[src/rtl/dwin_fetch_addr.sv]
module dwin_fetch_addr #(
  parameter int AW = 24,
  parameter int WW = 10,
  parameter int HW = 10,
  parameter int MW = 10
) (
  input  logic                clk,
  input  logic                rst_n,
  input  logic [AW-1:0]       cfg_base_long,
  input  logic [AW-1:0]       cfg_base_short,
  input  logic [MW+HW+WW-1:0] cfg_size,
  input  logic                vblank,
  input  logic                field_start,
  input  logic                field_sel,
  input  logic                line_start,
  input  logic                word_req,
  output logic [AW-1:0]       word_addr,
  output logic                addr_valid
);
  localparam int H_LSB = WW;
  localparam int M_LSB = WW + HW;
  localparam int SZW   = MW + HW + WW;

  logic [AW-1:0]  sh_long, sh_short, lbase, next_line, fbase;
  logic [SZW-1:0] sh_size;
  logic [WW-1:0]  wcnt, wlast;
  logic [HW-1:0]  lcnt, hlast;
  logic [MW-1:0]  modv;

  assign wlast     = sh_size[WW-1:0];
  assign hlast     = sh_size[H_LSB +: HW];
  assign modv      = sh_size[M_LSB +: MW];
  assign fbase     = field_sel ? sh_short : sh_long;
  assign next_line = lbase + AW'(wlast) + AW'(modv);

  always_ff @(posedge clk or negedge rst_n) begin
    if (!rst_n) begin
      sh_long    <= '0;
      sh_short   <= '0;
      sh_size    <= '0;
      word_addr  <= '0;
      lbase      <= '0;
      wcnt       <= '0;
      lcnt       <= '0;
      addr_valid <= 1'b0;
    end else begin
      if (vblank) begin
        sh_long  <= cfg_base_long;
        sh_short <= cfg_base_short;
        sh_size  <= cfg_size;
      end
      if (field_start) begin
        word_addr  <= fbase;
        lbase      <= fbase;
        wcnt       <= '0;
        lcnt       <= '0;
        addr_valid <= 1'b1;
      end else if (addr_valid && line_start) begin
        if (lcnt == hlast) begin
          addr_valid <= 1'b0;
        end else begin
          word_addr <= next_line;
          lbase     <= next_line;
          wcnt      <= '0;
          lcnt      <= lcnt + 1'b1;
        end
      end else if (addr_valid && word_req && wcnt != wlast) begin
        word_addr <= word_addr + 1'b1;
        wcnt      <= wcnt + 1'b1;
      end
    end
  end

  AST_RESET_STATE: assert property (@(posedge clk) !rst_n |=> !addr_valid && word_addr == '0);

  AST_FIELD_LOAD: assert property (@(posedge clk) disable iff (!rst_n)
    field_start |=> addr_valid && word_addr == $past(field_sel ? sh_short : sh_long));

  AST_WORD_STEP: assert property (@(posedge clk) disable iff (!rst_n)
    addr_valid && word_req && !line_start && !field_start && wcnt != wlast
    |=> word_addr == $past(word_addr) + 1'b1);

  AST_LAST_WORD_HOLD: assert property (@(posedge clk) disable iff (!rst_n)
    addr_valid && !line_start && !field_start && wcnt == wlast |=> $stable(word_addr));

  AST_LINE_JUMP: assert property (@(posedge clk) disable iff (!rst_n)
    addr_valid && line_start && !field_start && lcnt != hlast && wcnt == wlast
    |=> word_addr == $past(word_addr) + AW'($past(modv)));

  AST_VALID_FALL: assert property (@(posedge clk) disable iff (!rst_n)
    $fell(addr_valid) |-> $past(line_start) && !$past(field_start));

  AST_IDLE_WHEN_INVALID: assert property (@(posedge clk) disable iff (!rst_n)
    !addr_valid && !field_start |=> !addr_valid && $stable(word_addr));

  AST_NO_STROBE_HOLD: assert property (@(posedge clk) disable iff (!rst_n)
    !field_start && !line_start && !word_req |=> $stable(word_addr) && $stable(addr_valid));
endmodule

[config.mk]
export PLATFORM = sky130hd
export DESIGN_NAME = dwin_fetch_addr
export DESIGN_NICKNAME = d
export VERILOG_FILES = /design/src/rtl/dwin_fetch_addr.sv
export SDC_FILE = /design/constraint.sdc
export NUM_CORES = 1
export LEC_CHECK = 0
export BUFFER_PORTS_ARGS = -buffer_cell sky130_fd_sc_hd__buf_2
export CORE_MARGIN = 3
export CORE_UTILIZATION = 55
export DETAILED_ROUTE_END_ITERATION = 16
export PLACE_DENSITY = 0.77
export SYNTH_ARGS = -nofsm -noshare
export SYNTH_HDL_FRONTEND = slang
export SYNTH_SLANG_ARGS = --single-unit
[constraint.sdc]
create_clock -name clk -period 5.5 [get_ports clk]
set_input_delay 0 -clock clk [delete_from_list [all_inputs] [get_ports clk]]
set_output_delay 0 -clock clk [all_outputs]
set_load 0.01 [all_outputs]
==> key figures, run 1 <==
Run status
  – Status: finished clean

Cells and area
  – Ant diodes: 0
  – Layout fillers: 1006
  – Syn-to-layout area delta: 25.2%
  – Area of the multi-input gates: 4290 sq um
  – Design area: 10200 sq um
  – Fraction of layout cells with a size suffix above 1: 26.3%
  – Register area: 3680 sq um
  – Fin nets: 1067
  – Post-route insts no fill: 1150

Global routing
  – Gr usage total: 29.7%
  – Remaining global-route overflow: 0
  – Vias in the first global route: 7044
  – Antenna violations before repair: 0
  – Global-route wire length before repair: 37800 microns
  – Largest net degree at the start of global routing: 81

Synth
  – Synth Cell Area: 8180 sq um
  – Mapped Cells: 782
  – Syn Area/Cell: 10.5 sq um
  – Largest family of logic cells by synthesized area: multiplexers
  – #FFs+latches synth: 147
  – Synth Flop Type: dfrtp_1
  – Synth top area cells: dfrtp_1 (45%), mux2_2 (13%), xor2_1 (4.8%), nand2_1 (3.9%), fa_1 (2.7%)
  – Post-Syn Nets: 891
  – Top-count cell post-synth: dfrtp_1
  – Number of synthesized flops with an enable pin: 0
  – XOR/XNOR share of the synthesized area: 7.17%
  – Simple logic cell fraction of the synthesized area: 14.0%
  – Area share of the largest cell type after synthesis: 44.9%
  – Post-synth cell types: 66
  – Synth Area in Adders: 4.68%
  – Mux contribution to synthesized area: 14.1%
  – Synth async-reset ratio: 100%
  – Area leader, netlist: dfrtp_1
  – Complex-gate fraction of the synthesized area: 12.4%
  – Ys Warns: 0
  – Register area share after synthesis: 44.9%
  – Most common library cells after synthesis: dfrtp_1 (147), mux2_2 (93), nand2_1 (84), nor2_1 (56), xor2_1 (45)

CTS
  – Clock slew at reported path FFs: 0.07 ns
  – CTS max path bufs: 2
  – Root buf cell: clkbuf_16
  – Post-CTS setup repair buffer count: 0
  – Num CTS Buffers: 17
  – CTS tree: done
  – CTS HTree Levels: 4
  – Worst-skew pair later-pin latency: 0.43 ns
  – Clock sinks: 147

Pwr
  – VDD IR max: 0.000272 V
  – Switching share of power: 35.8%
  – Flop pwr share: 36.0%
  – Internal power: 2.55 mW
  – Clock share of power: 30.6%
  – Pleak: 4.53 nW
  – Power per cell area: 387 nW/um^2
  – Psw: 1.42 mW
  – Combinational power share: 33.4%

Routing
  – DRC Markers: 0
  – Drt pass-1 iters: 5
  – Vias: 6881
  – DRT Wirelength: 23500 microns
  – Routed len/inst: 20.4 microns
  – First DRT Iteration DRCs: 573
  – Antenna viol nets, final: 0
  – Average via count per standard cell: 5.98

Die
  – Core Rows: 43
  – CORE AREA: 14200 sq um
  – I/O pins: 110
  – Die area: 16400 sq um
  – Die width: 128 microns
  – Die Ht: 128 microns
  – Initial Util: 57.6%

Place
  – Post-DP Area: 8850 sq um
  – DPL Wire Length: 15100 microns
  – Final GP Congestion: 0.911
  – DP Cell Count: 1040
  – I/O Buffers: 109

Critical path
  – Worst path arrival time: 3.66 ns
  – Crit Path Class: reg2reg
  – Peak fanout along the critical path: 8
  – Crit end category: register
  – Crit path required time: 5.76 ns
  – CP Launch Type: register

Timing
  – Final hold slack: 0.114 ns
  – Period utilisation layout: 61.8%
  – Max Transition Viols Final: 0
  – TNS Setup: 0 ns
  – RSZ-0062 raised after global routing: no
  – Top achievable clock speed: 294 MHz
  – Slew Limit Headroom: 32.1%
  – Clock period minus worst slack: 3.40 ns
  – Worst Max-Slew Pin Slew: 1.02 ns
  – Final hold vios: 0
  – Final Skew: 0.0123 ns
  – Final setup viols: 0

Run
  – Max cap viols: 0

Hold path
  – Hold Path Class: in2reg
==> sequential cells by signal (all words and copies together) (netlist names) <==
| signal | cells |
|---|---|
| sh_short | 24 |
| word_addr | 24 |
| addr_valid | 1 |
| sh_long | 24 |
| lcnt | 10 |
| lbase | 24 |
| sh_size | 30 |
| wcnt | 10 |
==> power by group through the flow <==
| stage | Clock [mW] | Sequential (mW) | Combinational, mW |
|---|---|---|---|
| final | 1.21 | 1.43 | 1.32 |
| after floorplan | 0 | 1.41 | 0.904 |
| after detailed placement | 0 | 1.44 | 1.24 |
| after global routing | 1.27 | 1.45 | 1.45 |
| after CTS | 1.22 | 1.42 | 1.30 |
| after global placement | 0 | 1.43 | 1.23 |
==> cell type report <==
type	instances	area share [%]
clock buffers	18	4.29
clock inverters	13	1.67
inverters	15	0.549
multi-input cells	583	41.8
flip-flops and latches	147	35.9
well taps	180	2.20
repair buffers	194	13.6
==> cell families (layout without fill, tap and decap cells) <==
family          after synthesis  count (layout)
flops                       147             147
compound gates              154             154
buf+inv                      52             240
mux                         104             104
simple gates                234             234
fa+ha+maj                    24              24
xor+xnor                     67              67
==> layout by cell type, fill, tap and decap left out, types with 5 or more instances in the layout <==
| cell type | Yosys | final |
|---|---|---|
| nor2_1 | 56 | 56 |
| inv_6 | 0 | 5 |
| nand3_1 | 28 | 28 |
| fa_1 | 11 | 11 |
| nand4_1 | 15 | 15 |
| dfrtp_1 | 147 | 147 |
| a21oi_1 | 38 | 38 |
| buf_2 | 8 | 107 |
| and3_1 | 14 | 14 |
| xnor2_1 | 22 | 22 |
| a221oi_1 | 5 | 5 |
| buf_4 | 1 | 7 |
| nor3_1 | 9 | 9 |
| inv_1 | 15 | 15 |
| o21ai_0 | 44 | 44 |
| xor2_1 | 45 | 45 |
| clkbuf_16 | 0 | 17 |
| mux2i_1 | 11 | 11 |
| ha_1 | 13 | 13 |
| nand2_1 | 84 | 84 |
| o21a_1 | 5 | 5 |
| dlygate4sd3_1 | 0 | 79 |
| mux2_2 | 93 | 93 |
| a31oi_1 | 11 | 11 |
==> timing repair <==
item / CTS / global route
hold buffers: 79 / 0
setup endpoints to repair: 0 / 0
gates resized for setup: 0 / 0
hold endpoints to repair: 149 / 0
==> worst max-delay path, stage by stage, from the launching register on <==
cell and delay, ns:
dfrtp_1 0.43, fa_1 0.52, ha_1 0.18, inv_1 0.06, fa_1 0.40, and2b_1 0.24
o2111ai_2 0.13, a31oi_2 0.46, o21ai_1 0.25, mux2_2 0.32, a21oi_1 0.14, o22ai_1 0.09
==> routing by layer <==
| layer | GRT usage, % | wire length [microns] | vias to the layer above |
|---|---|---|---|
| li1 | - | - | 3150 |
| met1 | 41.5 | 9830 | 3341 |
| met2 | 46.9 | 11100 | 351 |
| met3 | 6.75 | 2180 | 39 |
| met4 | 8.43 | 427 | 0 |
| met5 | 0 | 0 | - |
==> stage by stage <==
step	utilization, %	setup WS, ns	power [mW]
floorplan	-	2.43	2.31
CTS	72.1	2.13	3.95
detailed placement	62.3	2.16	2.68
finish	72.1	2.10	3.97
global route	72.1	1.95	4.17
global placement	62.3	2.19	2.66
==> path summary, 6_finish.rpt <==
| check | depth (start not counted) | slack [ns] | from | to |
|---|---|---|---|---|
| hold / removal | 2 | 0.11 | field_start | lcnt[8] |
| hold reg to reg | 1 | 0.50 | sh_short[11] | sh_short[11] |
| max in group asynchronous | 3 | 3.87 | rst_n | sh_long[8] |
| setup / recovery | 11 | 2.10 | sh_size[1] | word_addr[15] |
| min in group asynchronous | 2 | 0.17 | rst_n | word_addr[7] |
| setup reg to reg | 11 | 2.10 | sh_size[1] | word_addr[15] |
Note: power is estimated with default switching activity, not from simulation.
==> run 2, diff against run 1 <==
--- a/config.mk
+++ b/config.mk
@@ -5,9 +5,10 @@
 export SDC_FILE = /design/constraint.sdc
 export NUM_CORES = 1
 export LEC_CHECK = 0
+export ABC_AREA = 1
 export BUFFER_PORTS_ARGS = -buffer_cell sky130_fd_sc_hd__buf_2
 export CORE_MARGIN = 3
-export CORE_UTILIZATION = 55
+export CORE_UTILIZATION = 53
 export DETAILED_ROUTE_END_ITERATION = 16
 export PLACE_DENSITY = 0.77
 export SYNTH_ARGS = -nofsm -noshare
==> constraint.sdc (replaced) <==
create_clock -name clk -period 3.1 [get_ports clk]
set_input_delay 0 -clock clk [delete_from_list [all_inputs] [get_ports clk]]
set_output_delay 0 -clock clk [all_outputs]
set_load 0.01 [all_outputs]
==> key figures, run 2 <==
Pwr
  – Total power: 7.36 mW
  – Power per cell area: 670 nW/um^2
  – VDD IR max: 0.000545 V
  – Clock share of power: 30.7%
  – Psw: 2.82 mW
  – Combinational power share: 34.8%
  – Flop pwr share: 34.5%
  – Pleak: 5.25 nW
  – Switching share of power: 38.3%
  – Internal power: 4.54 mW

Critical path
  – CP top delay family: adder cells
  – Crit end category: register
  – Peak fanout along the critical path: 5
  – Crit path required time: 3.42 ns
  – Crit path cell chain: fa_1 -> ha_1 -> inv_1 -> fa_1 -> inv_1 -> nand2_1 -> nand3_1 -> nand2_1 -> nand2_1 -> nand2_1 -> nand2_1 -> a21oi_1 -> o21ai_0 -> nand2_1
  – CP Launch Type: register
  – FF-to-FF setup slack: 0.35 ns
  – Worst path arrival time: 3.07 ns
  – Critical Path Max Stage Delay: 0.56 ns
  – Crit Path Class: reg2reg
  – Most used cell, CP: nand2_1
  – Buf+Inv Stages, Crit Path: 2
  – Slowest cell on crit path: fa_1

Synth
  – Area leader, netlist: dfrtp_1
  – Post-Syn Nets: 1270
  – Ys Warns: 0
  – #FFs+latches synth: 147
  – Most common library cells after synthesis: nand2_1 (304), dfrtp_1 (147), inv_1 (133), o21ai_0 (104), nor2_1 (89)
  – Syn Area/Cell: 7.63 sq um
  – Synth Flop Type: dfrtp_1
  – Area share of the largest cell type after synthesis: 41.5%
  – Top-count cell post-synth: nand2_1
  – Number of synthesized flops with an enable pin: 0
  – Mapped Cells: 1161
  – Post-synth cell types: 42
  – Synth async-reset ratio: 100%
  – Register area share after synthesis: 41.5%
  – Synth top area cells: dfrtp_1 (42%), nand2_1 (13%), o21ai_0 (5.9%), inv_1 (5.6%), mux2_2 (5.1%)
  – Synth Cell Area: 8860 sq um

Cells and area
  – Core Util, Final: 68.1%
  – Syn-to-layout area delta: 24.0%
  – Design area: 11000 sq um
  – Fin nets: 1446
  – Commonest cells after routing, fill and taps aside: nand2_1 (304), dfrtp_1 (147), inv_1 (132), buf_2 (107), o21ai_0 (104)
  – Ant diodes: 0
  – Layout fillers: 1332
  – Fraction of layout cells with a size suffix above 1: 16.4%
  – Top reg by flops: sh_size
  – Max FFs per register: 30
  – Commonest non-fill, non-tap cell in the layout: nand2_1

Routing
  – DRT Wirelength: 27300 microns
  – Max Used Layer: met4
  – DRC Markers: 0
  – Average via count per standard cell: 5.56
  – Vias: 8707
  – Routed wl met3: 2000 microns
  – First DRT Iteration DRCs: 729
  – Drt pass-1 iters: 6
  – Routed len/inst: 17.4 microns
  – Antenna viol nets, final: 0
  – Met2 WL: 13000 microns
  – M1 wire length: 11300 microns

Timing
  – Clock period minus worst slack: 2.75 ns
  – Final hold vios: 0
  – RSZ-0062 raised after global routing: no
  – Top achievable clock speed: 364 MHz
  – Final WS setup: 0.354 ns
  – Period utilisation layout: 88.6%
  – TNS Setup: 0 ns
  – Max Transition Viols Final: 0
  – Final setup viols: 0
  – Slew Limit Headroom: 28.8%
  – Final Skew: 0.0118 ns
  – Worst Max-Slew Pin Slew: 1.07 ns

Die
  – Die width: 135 microns
  – Die Ht: 135 microns
  – I/O pins: 110
  – Initial Util: 55.0%
  – CORE AREA: 16100 sq um
  – Core Rows: 46
  – Die area: 18300 sq um

Global routing
  – Gr usage total: 31.1%
  – Antenna violations before repair: 0
  – Global-route wire length before repair: 44500 microns
  – Vias in the first global route: 8626
  – Largest net degree at the start of global routing: 110
  – Remaining global-route overflow: 0

CTS
  – Worst-skew pair later-pin latency: 0.43 ns
  – CTS max path bufs: 2
  – Root buf cell: clkbuf_16
  – Hold Buf Count CTS: 79
  – Clock slew at reported path FFs: 0.07 ns
  – Post-cts gate resize count: 0
  – Num CTS Buffers: 17
  – Clock sinks: 147
  – CTS HTree Levels: 4
  – CTS tree: done
  – Post-CTS setup repair buffer count: 0

Place
  – I/O Buffers: 109
  – Final GP Congestion: 0.954
  – DPL Wire Length: 19000 microns
  – Post-DP Area: 9550 sq um
  – Pre-CTS setup slack: 0.377 ns

Hold path
  – Hold Path Class: in2async

Run status
  – Status: finished clean

Run
  – Max cap viols: 0
==> run 2: layout make-up <==
| cell class | instances | area (sq um) | area share (%) |
|---|---|---|---|
| Inverter | 142 | 538 | 4.90 |
| Clock inverter | 14 | 200 | 1.82 |
| Sequential cell | 147 | 3680 | 33.5 |
| Tap cell | 216 | 270 | 2.46 |
| Clock buffer | 18 | 439 | 4.00 |
| Timing Repair Buffer | 200 | 1450 | 13.2 |
| Multi-Input combinational cell | 829 | 4410 | 40.1 |
==> run 2: final timing paths <==
kind | end | depth (start not counted) | from
setup / recovery | lbase[17] | 14 | lbase[1]
setup reg to reg | lbase[17] | 14 | lbase[1]
max in group asynchronous | sh_long[5] | 3 | rst_n
hold / removal | sh_size[6] | 2 | rst_n
hold reg to reg | sh_long[21] | 1 | sh_long[21]
min in group clk | wcnt[0] | 6 | line_start
==> run 2: cells by family (layout without fill, tap and decap cells) <==
group / Yosys count / in the layout / share of synthesized area, %
flip-flops: 147 / 147 / 41.5
adder cells (fa/ha/maj): 24 / 24 / 4.32
multiplexers: 40 / 40 / 5.08
XOR/XNOR: 19 / 19 / 1.88
buffers and inverters: 185 / 374 / 8.73
AND/OR/NAND/NOR: 550 / 550 / 26.5
AO/OA/AOI/OAI: 196 / 196 / 11.9
==> run 2: worst register-to-register path, stage by stage (launching register included) <==
cell and delay, ns:
dfrtp_1 0.40, fa_1 0.56, ha_1 0.18, inv_1 0.06, fa_1 0.39, inv_1 0.09
nand2_1 0.05, nand3_1 0.17, nand2_1 0.10, nand2_1 0.16, nand2_1 0.07, nand2_1 0.07
a21oi_1 0.06, o21ai_0 0.19, nand2_1 0.07
==> run 2: power by group through the flow <==
stage	Combinational (mW)	Clock, mW	Sequential [mW]
6_report	2.57	2.26	2.54
5_1_grt	2.86	2.35	2.58
4_1_cts	2.53	2.27	2.53
3_5_place_dp	2.42	0	2.56
3_3_place_gp	2.37	0	2.55
2_1_floorplan	1.70	0	2.50
==> run 2: layer usage <==
metal / up-vias / GRT usage [%]
li1: 4159 / -
met1: 4091 / 40.8
met2: 386 / 50.9
met3: 71 / 6.58
met4: 0 / 12.3
met5: - / 0
==> run 2: per-stage QoR <==
step | hold slack (ns) | instances
global route | 0.0891 | 1566
global placement | -0.0390 | 1455
finish | 0.0661 | 1566
detailed placement | -0.0378 | 1455
CTS | 0.0700 | 1566
floorplan | -0.296 | 1161
